## src/rtl/spdif_mon_pkg.sv

```systemverilog
package spdif_mon_pkg;
   localparam int STATUS_W    = 32;
   localparam int ST_UNLOCKED = 0;
   localparam int ST_BADFMT   = 1;
   localparam int ST_LOWFREQ  = 2;
   localparam int ST_NOSIG    = 3;
   localparam int ST_SIZE_LSB = 16;

   typedef struct packed {
      logic locked;
      logic bad_fmt;
      logic low_freq;
   } qual_flags_t;
endpackage

```

## src/rtl/frame_period_meter.sv

```systemverilog
module frame_period_meter #(
   parameter int PRESCALE = 32,
   parameter int PER_W    = 12
) (
   input  logic             clk,
   input  logic             rst_n,
   input  logic             frame_start,
   output logic [PER_W-1:0] period
);
   localparam int SH = $clog2(PRESCALE);
   localparam int CW = PER_W + SH;
   localparam logic [CW-1:0] CMAX = {CW{1'b1}};

   initial begin
      assert ((PRESCALE & (PRESCALE - 1)) == 0 && PRESCALE >= 1)
         else $error("PRESCALE must be a power of two");
      assert (PER_W >= 2) else $error("PER_W too small");
   end

   logic [CW-1:0] cyc_q;

   always_ff @(posedge clk or negedge rst_n) begin
      if (!rst_n)           cyc_q <= '0;
      else if (frame_start) cyc_q <= CW'(1);
      else if (cyc_q != CMAX) cyc_q <= cyc_q + 1'b1;
   end

   assign period = cyc_q[CW-1:SH];

   a_r2_count_restart: assert property (@(posedge clk) disable iff (!rst_n)
      frame_start |=> cyc_q == CW'(1));
   a_r5_hold_saturated: assert property (@(posedge clk) disable iff (!rst_n)
      (!frame_start && cyc_q == CMAX) |=> cyc_q == CMAX);
endmodule

```

## src/rtl/line_activity_watch.sv

```systemverilog
module line_activity_watch #(
   parameter int IDLE_LIM = 4096
) (
   input  logic clk,
   input  logic rst_n,
   input  logic line_edge,
   output logic no_signal
);
   localparam int IW = $clog2(IDLE_LIM + 1);
   localparam logic [IW-1:0] LIM = IW'(IDLE_LIM);

   initial assert (IDLE_LIM >= 2) else $error("IDLE_LIM too small");

   logic [IW-1:0] idle_q;

   always_ff @(posedge clk or negedge rst_n) begin
      if (!rst_n)          idle_q <= '0;
      else if (line_edge)  idle_q <= '0;
      else if (idle_q != LIM) idle_q <= idle_q + 1'b1;
   end

   assign no_signal = (idle_q == LIM);

   a_r6_edge_clears: assert property (@(posedge clk) disable iff (!rst_n)
      line_edge |=> !no_signal);
endmodule

```

## src/rtl/lock_qualifier.sv

```systemverilog
module lock_qualifier
   import spdif_mon_pkg::*;
#(
   parameter int PER_W    = 12,
   parameter int LOCK_RUN = 4,
   parameter int TOL      = 1,
   parameter int PE_LIMIT = 3
) (
   input  logic             clk,
   input  logic             rst_n,
   input  logic             frame_start,
   input  logic [PER_W-1:0] period,
   input  logic             no_signal,
   input  logic             preamble_err,
   input  logic             auto_restart_en,
   output qual_flags_t      flags,
   output logic [PER_W-1:0] size,
   output logic             lock_evt,
   output logic             loss_evt
);
   localparam int RW = $clog2(LOCK_RUN + 1);
   localparam logic [RW-1:0] RUN_FULL = RW'(LOCK_RUN);
   localparam logic [PER_W-1:0] TOL_V = PER_W'(TOL);
   localparam logic [PER_W-1:0] SAT_V = {PER_W{1'b1}};

   initial begin
      assert (LOCK_RUN >= 2) else $error("LOCK_RUN must be at least 2");
      assert (TOL >= 0) else $error("TOL must not be negative");
      assert (PE_LIMIT >= 0) else $error("PE_LIMIT must not be negative");
   end

   qual_flags_t      fl_q, fl_d;
   logic [RW-1:0]    run_q, run_d;
   logic             have_q, have_d;
   logic [PER_W-1:0] prev_q, prev_d, size_q, size_d;
   logic [PER_W-1:0] diff;
   logic             in_tol, restart;

   assign diff = (period >= prev_q) ? period - prev_q : prev_q - period;

   generate
      if (TOL == 0) begin : g_exact
         assign in_tol = (period == prev_q);
      end else begin : g_window
         assign in_tol = (diff <= TOL_V);
      end

      if (PE_LIMIT > 0) begin : g_autorst
         localparam int PW = $clog2(PE_LIMIT > 1 ? PE_LIMIT : 2);
         localparam logic [PW-1:0] PE_TOP = PW'(PE_LIMIT - 1);
         logic [PW-1:0] pe_q;
         assign restart = auto_restart_en && preamble_err && (pe_q == PE_TOP);
         always_ff @(posedge clk or negedge rst_n) begin
            if (!rst_n)            pe_q <= '0;
            else if (restart)      pe_q <= '0;
            else if (preamble_err) pe_q <= (pe_q == PE_TOP) ? pe_q : pe_q + 1'b1;
            else if (frame_start)  pe_q <= '0;
         end
      end else begin : g_no_autorst
         assign restart = 1'b0;
      end
   endgenerate

   always_comb begin
      fl_d   = fl_q;
      run_d  = run_q;
      have_d = have_q;
      prev_d = prev_q;
      size_d = size_q;
      if (no_signal || restart) begin
         fl_d.locked = 1'b0;
         run_d       = '0;
         have_d      = 1'b0;
      end else if (frame_start) begin
         have_d = 1'b1;
         if (!have_q) begin
            run_d = '0;
         end else if (period == SAT_V) begin
            fl_d.low_freq = 1'b1;
            fl_d.locked   = 1'b0;
            run_d         = '0;
         end else begin
            fl_d.low_freq = 1'b0;
            prev_d        = period;
            if (run_q == '0 || in_tol) begin
               run_d = (run_q == RUN_FULL) ? run_q : run_q + 1'b1;
            end else begin
               run_d = RW'(1);
               if (fl_q.locked) fl_d.bad_fmt = 1'b1;
               fl_d.locked = 1'b0;
            end
            if (run_d == RUN_FULL) begin
               fl_d.locked = 1'b1;
               size_d      = period;
               if (!fl_q.locked) fl_d.bad_fmt = 1'b0;
            end
         end
      end
   end

   always_ff @(posedge clk or negedge rst_n) begin
      if (!rst_n) begin
         fl_q     <= '0;
         run_q    <= '0;
         have_q   <= 1'b0;
         prev_q   <= '0;
         size_q   <= '0;
         lock_evt <= 1'b0;
         loss_evt <= 1'b0;
      end else begin
         fl_q     <= fl_d;
         run_q    <= run_d;
         have_q   <= have_d;
         prev_q   <= prev_d;
         size_q   <= size_d;
         lock_evt <= fl_d.locked && !fl_q.locked;
         loss_evt <= !fl_d.locked && fl_q.locked;
      end
   end

   assign flags = fl_q;
   assign size  = size_q;

   a_r3_lock_strobe: assert property (@(posedge clk) disable iff (!rst_n)
      lock_evt |-> $rose(fl_q.locked));
   a_r9_loss_strobe: assert property (@(posedge clk) disable iff (!rst_n)
      loss_evt |-> $fell(fl_q.locked));
   a_r3_run_full_when_locked: assert property (@(posedge clk) disable iff (!rst_n)
      fl_q.locked |-> run_q == RUN_FULL);
   a_r7_restart_unlocks: assert property (@(posedge clk) disable iff (!rst_n)
      restart |=> !fl_q.locked);
endmodule

```

## src/rtl/spdif_rate_lock_mon.sv

```systemverilog
module spdif_rate_lock_mon
   import spdif_mon_pkg::*;
#(
   parameter int PRESCALE = 32,
   parameter int IFS_W    = 12,
   parameter int LOCK_RUN = 4,
   parameter int TOL      = 1,
   parameter int IDLE_LIM = 4096,
   parameter int PE_LIMIT = 3
) (
   input  logic                clk,
   input  logic                rst_n,
   input  logic                frame_start,
   input  logic                line_edge,
   input  logic                preamble_err,
   input  logic                auto_restart_en,
   output logic [STATUS_W-1:0] status_word,
   output logic                lock_evt,
   output logic                loss_evt
);
   initial assert (IFS_W <= STATUS_W - ST_SIZE_LSB)
      else $error("IFS_W does not fit the status word");

   logic [IFS_W-1:0] period, size;
   logic             no_signal;
   qual_flags_t      flags;

   frame_period_meter #(.PRESCALE(PRESCALE), .PER_W(IFS_W)) u_meter (
      .clk(clk), .rst_n(rst_n), .frame_start(frame_start), .period(period));

   line_activity_watch #(.IDLE_LIM(IDLE_LIM)) u_watch (
      .clk(clk), .rst_n(rst_n), .line_edge(line_edge), .no_signal(no_signal));

   lock_qualifier #(.PER_W(IFS_W), .LOCK_RUN(LOCK_RUN), .TOL(TOL),
                    .PE_LIMIT(PE_LIMIT)) u_qual (
      .clk(clk), .rst_n(rst_n), .frame_start(frame_start), .period(period),
      .no_signal(no_signal), .preamble_err(preamble_err),
      .auto_restart_en(auto_restart_en), .flags(flags), .size(size),
      .lock_evt(lock_evt), .loss_evt(loss_evt));

   always_comb begin
      status_word                          = '0;
      status_word[ST_UNLOCKED]             = !flags.locked;
      status_word[ST_BADFMT]               = flags.bad_fmt;
      status_word[ST_LOWFREQ]              = flags.low_freq;
      status_word[ST_NOSIG]                = no_signal;
      status_word[ST_SIZE_LSB +: IFS_W]    = flags.locked ? size : '0;
   end

   a_r6_silence_unlocks: assert property (@(posedge clk) disable iff (!rst_n)
      no_signal |=> status_word[ST_UNLOCKED]);
   a_r2_size_zero_unlocked: assert property (@(posedge clk) disable iff (!rst_n)
      loss_evt |-> status_word[ST_SIZE_LSB +: IFS_W] == '0);
endmodule

```

## config.mk

```make
export PLATFORM = sky130hd
export DESIGN_NAME = spdif_rate_lock_mon
export DESIGN_NICKNAME = d
export VERILOG_FILES = /design/src/rtl/spdif_mon_pkg.sv /design/src/rtl/frame_period_meter.sv /design/src/rtl/line_activity_watch.sv /design/src/rtl/lock_qualifier.sv /design/src/rtl/spdif_rate_lock_mon.sv
export SDC_FILE = /design/constraint.sdc
export NUM_CORES = 1
export LEC_CHECK = 0
export ABC_AREA = 1
export BUFFER_PORTS_ARGS = -buffer_cell sky130_fd_sc_hd__buf_4
export CAP_MARGIN = 20
export CORE_AREA = 8 8 154 84
export CTS_CLUSTER_SIZE = 8
export DETAILED_ROUTE_END_ITERATION = 8
export DIE_AREA = 0 0 162 92
export PLACE_DENSITY = 0.8
export SETUP_SLACK_MARGIN = 0.1
export SLEW_MARGIN = 10
export SYNTH_ARGS = -nofsm -noshare
export SYNTH_HDL_FRONTEND = slang
export SYNTH_HIERARCHICAL = 1
export SYNTH_SLANG_ARGS = --single-unit
```

## constraint.sdc

```tcl
create_clock -name clk -period 3 [get_ports clk]
set_clock_uncertainty 0.15 [all_clocks]
set_input_delay 0.45 -clock clk [delete_from_list [all_inputs] [get_ports clk]]
set_output_delay 0.45 -clock clk [all_outputs]
set_load 0.02 [all_outputs]
```

## After elaboration in Yosys (flattened, before gate mapping)

Cells that the tools add are included.

- Bits in registers: 65
- Input bits: 6
- Output and inout bits: 34
- Logic and storage cells: 79

- Add/subtract/negate cells: 6
- Order comparisons: 2
- Equality and inequality tests: 8
- Mux-type cells: 32
- Bitwise logic cells: 2
- Reduce and logical (&&, ||, !) cells: 17

Operators by type and width:

| cell | number |
|---|---|
| $mux W3 | 12 |
| $mux W17 | 2 |
| $mux W13 | 2 |
| $mux W12 | 2 |
| $sub A12 B12 Y12 | 2 |
| $add A17 B1 Y17 const B | 1 |
| $ne A17 B17 Y1 const B | 1 |
| $add A13 B1 Y13 const B | 1 |
| $eq A13 B13 Y1 const B | 1 |
| $ne A13 B13 Y1 const B | 1 |
| $eq A12 B12 Y1 const B | 1 |
| $ge A12 B12 Y1 | 1 |
| $le A12 B1 Y1 const B | 1 |
| $mux W2 | 6 |
| $mux W1 | 8 |
| $eq A3 B3 Y1 const B | 2 |
| $reduce_bool A2 Y1 | 3 |
| $reduce_and A5 Y1 | 1 |
| $logic_and A1 B1 Y1 | 4 |
| $reduce_and A4 Y1 | 1 |
| $add A3 B1 Y3 const B | 1 |
| $logic_not A3 Y1 | 1 |
| $ne A3 B2 Y1 const B | 1 |
| $reduce_and A3 Y1 | 1 |
| other kinds (7) | 10 |

## Depth between registers and ports, before layout

Gate-level depths: netlist (run 1).

- Depth after elaboration: 17
- Mapped depth: 23
- Mapped depth without buffers: 20

## Modules after synthesis

The synthesis (run 1) kept the hierarchy.

Modules (own cells, without submodules):

| module | times used | cells each | area each (um2) | sequential area each (um2) |
|---|---|---|---|---|
| lock_qualifier | 1 | 479 | 3,158.0 | 875.8 |
| frame_period_meter | 1 | 145 | 1,052.3 | 425.4 |
| line_activity_watch | 1 | 112 | 792.0 | 325.3 |
| spdif_rate_lock_mon | 1 | 44 | 236.5 | 0.0 |

## Worst setup path after synthesis (run 1)

Ideal clock, no wire load.

- Kind: register -> register
- Start: reg u_meter.cyc_q[5]
- End: reg u_qual.size_q[1] (netlist: u_qual/size[1])
- Setup time: 0.121 ns
- Arrival: 2.667 ns
- Required time: 2.729 ns
- Slack: 0.061 ns
- Stages on the path, launching flop included: 21
- Path buffers: 2
- Clock period less this slack: 2.939 ns
- Cell sequence: dfrtp_1 -> buf_4 -> inv_1 -> ha_1 -> inv_1 -> fa_1 -> nand3_1 -> nand3_1 -> nand2_4 -> nand2_1 -> nor2_2 -> nand2_1 -> nand2_1 -> nand3_1 -> nor2_2 -> nand3_2 -> nand2_4 -> nand3_4 -> buf_6 -> nand2_2 -> o21ai_2

- Cells in the longest elaborated chain, start to end: 11
- Elaborated cells between the ends (all ways): 15
- Classes of those cells: 2 x add/sub; 2 x order compare; 2 x eq/ne; 6 x mux; 1 x bitwise; 2 x reduce/logical

RTL lines:

| what | RTL line | source |
|---|---|---|
| from (decl) | frame_period_meter.sv:20 | `logic [CW-1:0] cyc_q;` |
| from (signal assigned) | frame_period_meter.sv:25 | `else if (cyc_q != CMAX) cyc_q <= cyc_q + 1'b1;` |
| $sub A12 B12 Y12 or $ge A12 B12 Y1 (tied branches) | lock_qualifier.sv:39 | `assign diff = (period >= prev_q) ? period - prev_q : prev_q - period;` |
| $mux W12 | lock_qualifier.sv:39 |  |
| $le A12 B1 Y1 | lock_qualifier.sv:45 | `assign in_tol = (diff <= TOL_V);` |
| $logic_or A1 B1 Y1 | lock_qualifier.sv:85 | `if (run_q == '0 \|\| in_tol) begin` |
| $mux W3 | lock_qualifier.sv:85 |  |
| $mux W3 | lock_qualifier.sv:78 | `end else if (period == SAT_V) begin` |
| $mux W3 | lock_qualifier.sv:76 | `if (!have_q) begin` |
| $mux W3 | lock_qualifier.sv:74 | `end else if (frame_start) begin` |
| $mux W3 | lock_qualifier.sv:70 | `if (no_signal \|\| restart) begin` |
| $eq A3 B3 Y1 | lock_qualifier.sv:92 | `if (run_d == RUN_FULL) begin` |
| $reduce_and A5 Y1 (no source line) * | n/a |  |
| to (signal assigned) | lock_qualifier.sv:115 | `size_q <= size_d;` |
| to (decl) | lock_qualifier.sv:35 | `logic [PER_W-1:0] prev_q, prev_d, size_q, size_d;` |

Mark *: on every way between the ends. The rest lies on a longest branch, timed or not. The select of a mux whose other input is x is not followed.
A chain may end at the register's enable or synchronous reset.

## Final worst setup path (run 1)

- Start: reg u_qual.prev_q[0]
- End: reg u_qual.size_q[6] (netlist: u_qual/size[6])

- Cells in the longest elaborated chain, start to end: 11
- Elaborated cells between the ends (all ways): 13
- Classes of those cells: 2 x add/sub; 2 x order compare; 1 x eq/ne; 6 x mux; 2 x reduce/logical

RTL lines:

| what | RTL line | source |
|---|---|---|
| from (decl) | lock_qualifier.sv:35 |  |
| from (signal assigned) | lock_qualifier.sv:114 | `prev_q <= prev_d;` |
| $sub A12 B12 Y12 or $ge A12 B12 Y1 (tied branches) | lock_qualifier.sv:39 |  |
| $mux W12 * | lock_qualifier.sv:39 |  |
| $le A12 B1 Y1 * | lock_qualifier.sv:45 |  |
| $logic_or A1 B1 Y1 * | lock_qualifier.sv:85 |  |
| $mux W3 * | lock_qualifier.sv:85 |  |
| $mux W3 * | lock_qualifier.sv:78 |  |
| $mux W3 * | lock_qualifier.sv:76 |  |
| $mux W3 * | lock_qualifier.sv:74 |  |
| $mux W3 * | lock_qualifier.sv:70 |  |
| $eq A3 B3 Y1 * | lock_qualifier.sv:92 |  |
| $reduce_and A5 Y1 (no source line) * | n/a |  |

Marked as above.

==> results.tsv, run 1 <==
stage	metric	value	unit
yosys	yosys warns	6	
timing	worst slew pin tran	0.819	ns
timing	Tmin final	2.89	ns
worst_setup_path	Worst EP required	3.07	ns
die	die area	14900	sq um
pwr	maximum vdd drop	313	uV
cts	root buf cell	clkbuf_16	
worst_setup_path	worst flop-to-flop path startpoint	u_qual/prev_q[0]	
drt	Initial DRC Count	463	
yosys	Mapped Area	5240	sq um
die	num ports	40	
die	standard-cell rows	27	
drt	WL per Instance	14.8	um
place	port bufs	23	
timing	final critical-path share of the clock period	0.965	
cts	clock sinks	65	
timing	RSZ-0062 raised after global routing	yes	
timing	Final Hold Viols	0	
final_layout	commonest non-fill, non-tap cells in the layout	nand2_1, inv_1, buf_4	
timing	final setup fails	0	
yosys	sequential-to-total area share from yosys stat	0.310	
yosys	post-synth cell types	35	
worst_setup_path	CP Capture Type	flop	
place	GP Congestion	0.961	
die	Core Box Area	10700	sq um
drt	max layer used	met4	
die	DIE WIDTH	162	um
drt	total routed wirelength	14600	um
worst_setup_path	CP arrival	2.96	ns
place	placed cell count	953	
hold_path	Worst Hold Class	primary input to async pin	
global_route	antenna violations before repair	0	
drt	Post-Route M1 WL	7240	um
drt	Post-DRT Antenna Nets	0	
drt	drt first pass iters	5	
global_route	GRT Total Usage	0.194	
timing	Peak Freq	0.346	GHz
yosys	Yosys reg bits	65	
yosys	mean post-synth cell area	6.72	sq um
pwr	power density cells	407	nW/um^2
drt	routed wl met3	1780	um
global_route	total grt overflow	0	
global_route	vias in the first global route	4588	
drt	DRC Markers	0	
drt	met2 WL	5430	um
cts	Num CTS Buffers	9	
pwr	Leak	3.40	nW
die	Die Ht	92	um
worst_setup_path	Worst Path Max Fanout	8	
final_layout	Post-Layout Cell Count	988	
place	post-DP HPWL	10800	um
run	max_cap viols	0	
timing	Final Max Slew Viols	0	
final_layout	commonest non-fill, non-tap cell in the layout	nand2_1	
worst_setup_path	FF-to-FF path depth	19	
final_layout	# diodes	0	
cts	Max clock buf depth	2	
cts	CTS tree	built	
cts	H-Tree Depth	3	
timing	Max-slew headroom	0.454	
pwr	Total Power	2.59	mW
place	Placed Area	5600	sq um
final_layout	Layout area overhead	21.4	%
final_layout	fraction of layout cells with a size suffix above 1	0.221	
worst_setup_path	r2r setup slk	0.11	ns
worst_setup_path	critical path class	flop to flop	
yosys	synthesized instance count	780	
worst_setup_path	Critical R2R Capture	u_qual/size[6]	
cts	# hold bufs at CTS	0	
drt	Vias/cell	5.03	
worst_setup_path	Critical Path Source Type	flop	
cts	Worst-path clk slew	0.06	ns
final_layout	fin nets	876	
final_layout	Finished Cell Area	6360	sq um
global_route	first-pass GRT wire length	23300	um
die	starting density of the core	0.491	
status	status	complete, no violations	
cts	clk_lat worst skew	0.33	ns
final_layout	final core occ	0.596	
drt	detailed-route via count	4974	
global_route	largest net degree at the start of global routing	66	
==> Yosys cell counts (all sizes together) <==
cell type	count	area, sq um
a21oi	28	148
a22o	2	17.5
and2	1	6.26
buf	37	287
clkbuf	4	15.0
conb	1	3.75
dfrtp	65	1630
fa	2	40.0
ha	30	375
inv	142	533
nand2	255	1010
nand3	57	325
nand3b	2	15.0
nand4	20	125
nor2	80	368
nor3	3	15.0
nor3b	2	15.0
nor4	3	18.8
o21ai	39	240
o21bai	3	22.5
o22ai	1	6.26
xor2	3	26.3
==> where the power goes <==
part	internal (mW)	total, mW	leakage [nW]	switching, mW
combinational	0.180	0.497	2.36	0.317
sequential	0.937	1.01	0.887	0.0705
clock	0.694	1.08	0.157	0.391
==> how the worst max path moves through the flow <==
stage | from | end | slack [ns] | depth (start not counted)
after floorplan | u_meter/cyc_q[5] | u_qual/size[1] | 0.14 | 19
after global placement | u_qual/prev_q[0] | u_qual/flags[1] | 0.11 | 21
after detailed placement | u_meter/cyc_q[5] | u_qual/size[5] | 0.05 | 19
after CTS | u_meter/cyc_q[5] | u_qual/size[5] | 0.10 | 19
after global routing | u_qual/prev_q[0] | u_qual/size[6] | -0.04 | 18
final | u_qual/prev_q[0] | u_qual/size[6] | 0.11 | 19
==> cell type report <==
cell class	count	area, sq um
Tap cell	145	181
Clock inverter	5	61.3
Fill cell	943	4320
Sequential cell	65	1630
Multi-Input combinational cell	547	3090
Timing Repair Buffer	73	612
Inverter	142	533
Clock buffer	11	253
==> metal layers <==
metal	up-vias	global-route usage
met5	-	0
met1	2255	0.299
met2	212	0.248
li1	2493	-
met4	0	0.0329
met3	14	0.0709
==> cell families (layout without fill, tap and decap cells) <==
logic type,Yosys count,in the layout,synth area share
AO/OA/AOI/OAI,73,73,0.0829
XOR/XNOR,3,3,0.00502
adder cells (fa/ha/maj),32,32,0.0793
buffers and inverters,183,231,0.159
flip-flops,65,65,0.310
other,1,16,0.000716
AND/OR/NAND/NOR,423,423,0.362
==> timing repair <==
item                                    in CTS  in global routing
setup buffers                                9                  8
pin swaps                                    8                 16
cloned                                       2                  0
gates resized for setup                     17                 45
endpoints found under the setup margin      13                 17
==> critical path, stage by stage, from the launching register on <==
cell,delay (ns)
dfrtp_1,0.36
buf_4,0.14
ha_4,0.13
inv_2,0.04
fa_2,0.38
nand3_2,0.11
nand3_2,0.08
nand2_4,0.11
nand3_4,0.14
nand2_2,0.09
inv_1,0.04
nor2_1,0.09
nand3_1,0.07
nor2_1,0.11
nand3_2,0.12
nand2_4,0.12
nand3_4,0.14
buf_16,0.22
nand2_4,0.06
o21ai_2,0.05
==> registers in the layout (all words and copies together) (netlist names), 2 cells and up <==
| signal | count |
|---|---|
| u_meter/cyc_q | 17 |
| u_watch/idle_q | 13 |
| u_qual/prev_q | 12 |
| u_qual/size | 12 |
| u_qual/flags | 3 |
| u_qual/run_q | 3 |
| u_qual/g_autorst.pe_q | 2 |
==> metrics by stage <==
step | TNS [ns] | setup WS, ns | hold WS (ns)
4_1_cts | 0 | 0.104 | 0.109
2_1_floorplan | 0 | 0.138 | 0.00441
5_1_grt | -0.308 | -0.0376 | 0.137
3_3_place_gp | 0 | 0.108 | 0.317
3_5_place_dp | 0 | 0.0500 | 0.321
6_report | 0 | 0.106 | 0.0587
Power figures use the tool's default switching activity.
==> inputs of run 2 (changes only) <==
--- a/config.mk
+++ b/config.mk
@@ -8,11 +8,11 @@
 export ABC_AREA = 1
 export BUFFER_PORTS_ARGS = -buffer_cell sky130_fd_sc_hd__buf_4
 export CAP_MARGIN = 20
-export CORE_AREA = 8 8 154 84
+export CORE_AREA = 8 8 96 133
 export CTS_CLUSTER_SIZE = 8
 export DETAILED_ROUTE_END_ITERATION = 8
-export DIE_AREA = 0 0 162 92
-export PLACE_DENSITY = 0.8
+export DIE_AREA = 0 0 104 141
+export PLACE_DENSITY = 0.79
 export SETUP_SLACK_MARGIN = 0.1
 export SLEW_MARGIN = 10
 export SYNTH_ARGS = -nofsm -noshare
==> run 2 against run 1 <==
  * Worst hold slack improved by 0.0010 ns
  * Global-route usage fell by 1.2 points
  * Wire length fell by 6.9%
  * Clock power barely moved
  * First-iteration DRC count fell by 42%
  * Non-clock buffer count rose by 2
  * Final cell count fell by 0.20%
  * Largest power group unchanged
==> results.tsv, run 2 (synthesis gave the netlist of run 1 again) <==
stage	metric	value	unit
die	num ports	40	
drt	Vias/cell	5.07	
timing	final critical-path share of the clock period	0.968	
drt	detailed-route via count	4997	
global_route	vias in the first global route	4748	
cts	Max clock buf depth	2	
timing	worst slew pin tran	0.826	ns
global_route	antenna violations before repair	0	
drt	total routed wirelength	13600	um
global_route	GRT Total Usage	0.181	
worst_setup_path	Critical Path Source Type	flop	
cts	root buf cell	clkbuf_16	
timing	Max-slew headroom	0.449	
worst_setup_path	worst flop-to-flop path startpoint	u_qual/prev_q[0]	
global_route	total grt overflow	0	
timing	Final Hold Viols	0	
worst_setup_path	Top cell by count, worst path	nand2_1	
die	starting density of the core	0.490	
final_layout	fillcell total	918	
timing	Hold Slack	0.0597	ns
worst_setup_path	CP Capture Type	flop	
drt	Initial DRC Count	270	
cts	# hold bufs at CTS	0	
worst_setup_path	Worst Path Max Fanout	7	
drt	Post-DRT Antenna Nets	0	
final_layout	fin nets	879	
global_route	largest net degree at the start of global routing	66	
timing	final setup fails	0	
die	Die Ht	141	um
place	port bufs	23	
final_layout	fraction of layout cells with a size suffix above 1	0.232	
final_layout	commonest non-fill, non-tap cells in the layout	nand2_1, inv_1, buf_4	
cts	Num CTS Buffers	9	
worst_setup_path	CP arrival	2.97	ns
timing	RSZ-0062 raised after global routing	yes	
worst_setup_path	cell family with most CP delay	simple AND/OR/NAND/NOR gates	
place	GP Congestion	0.934	
pwr	Total Power	2.54	mW
final_layout	largest registers	u_meter/cyc_q: 17 flops, u_watch/idle_q: 13 flops	
cts	clock sinks	65	
pwr	maximum vdd drop	349	uV
die	die area	14700	sq um
hold_path	Worst Hold Class	primary input to async pin	
final_layout	Layout area overhead	21.9	%
global_route	first-pass GRT wire length	21600	um
worst_setup_path	CP bufs+invs	3	
cts	Worst-path clk slew	0.05	ns
worst_setup_path	critical path class	flop to flop	
final_layout	max reg flops	17	
worst_setup_path	Worst EP required	3.06	ns
cts	CTS tree	built	
pwr	power density cells	398	nW/um^2
worst_setup_path	Worst path slowest cell	dfrtp_1	
place	post-DP HPWL	9800	um
timing	Tmin final	2.90	ns
final_layout	commonest non-fill, non-tap cell in the layout	nand2_1	
die	DIE WIDTH	104	um
cts	clk_lat worst skew	0.33	ns
drt	drt first pass iters	4	
die	Core Box Area	10700	sq um
final_layout	final core occ	0.597	
worst_setup_path	CP max stage delay	0.39	ns
final_layout	register with the most flip-flops	u_meter/cyc_q	
timing	Final Max Slew Viols	0	
status	status	complete, no violations	
drt	WL per Instance	13.8	um
final_layout	# diodes	0	
worst_setup_path	Cell Chain, Critical Path	inv_2 -> ha_4 -> inv_4 -> fa_2 -> nand3_2 -> nand3_1 -> nand2_1 -> nand2_1 -> nor2_2 -> nand2_1 -> nand2_1 -> nand3_2 -> nor2_2 -> nand3_2 -> nand2_4 -> nand3_4 -> buf_12 -> nand2_2 -> o21ai_2	
cts	H-Tree Depth	3	
drt	DRC Markers	0	
worst_setup_path	Worst Setup SP	u_qual/prev_q[0]	
die	standard-cell rows	45	
run	max_cap viols	0	
timing	Peak Freq	0.344	GHz
pwr	Leak	3.41	nW
run 2: routing by layer:
metal	up-vias	routed length, um	GRT usage
met3	56	522	0.0301
li1	2494	-	-
met2	145	7280	0.342
met4	0	764	0.129
met1	2302	5000	0.175
met5	-	0	0
run 2: timing repair:
action                                  4_1_cts  5_1_grt
resized for setup                            27       42
endpoints found under the setup margin       14       19
buffers inserted                             14        6
cloned                                        3        0
pin swaps                                    11       21
run 2: worst paths after layout:
kind                                             to  slack, ns  depth (start not counted)
setup / recovery                     u_qual/size[5]        0.1                         19
hold / removal                     u_qual/prev_q[9]       0.06                          1
setup reg to reg                     u_qual/size[5]        0.1                         19
hold reg to reg            u_qual/g_autorst.pe_q[0]       0.34                          1
max in group asynchronous          u_meter/cyc_q[5]       2.05                          1
min in group clk                 u_watch/idle_q[12]       0.13                          2
run 2: layout make-up:
| type | instances | area, sq um | area share |
|---|---|---|---|
| clock buffer | 11 | 253 | 0.0396 |
| clock inverter | 4 | 51.3 | 0.00804 |
| timing repair buffer | 75 | 631 | 0.0988 |
| sequential | 65 | 1630 | 0.255 |
| inverter | 142 | 536 | 0.0839 |
| tap | 141 | 176 | 0.0276 |
| multi-input combinational | 548 | 3110 | 0.487 |
run 2: where the power goes:
group / switching [mW] / internal, mW / total, mW / leakage, nW
clock: 0.376 / 0.684 / 1.06 / 0.148
combinational: 0.292 / 0.183 / 0.475 / 2.38
sequential: 0.0660 / 0.937 / 1.00 / 0.885
total: 0.734 / 1.80 / 2.54 / 3.41
run 2: through the flow:
stage          setup TNS [ns]  cell area, sq um  instances  setup WS (ns)
2_1_floorplan               0              5300        795          0.138
3_3_place_gp                0              5580        947         0.0370
3_5_place_dp           -0.327              5580        947        -0.0513
4_1_cts                     0              6170        979          0.104
5_1_grt              -0.00585              6380        986       -0.00585
6_report                    0              6380        986         0.0958
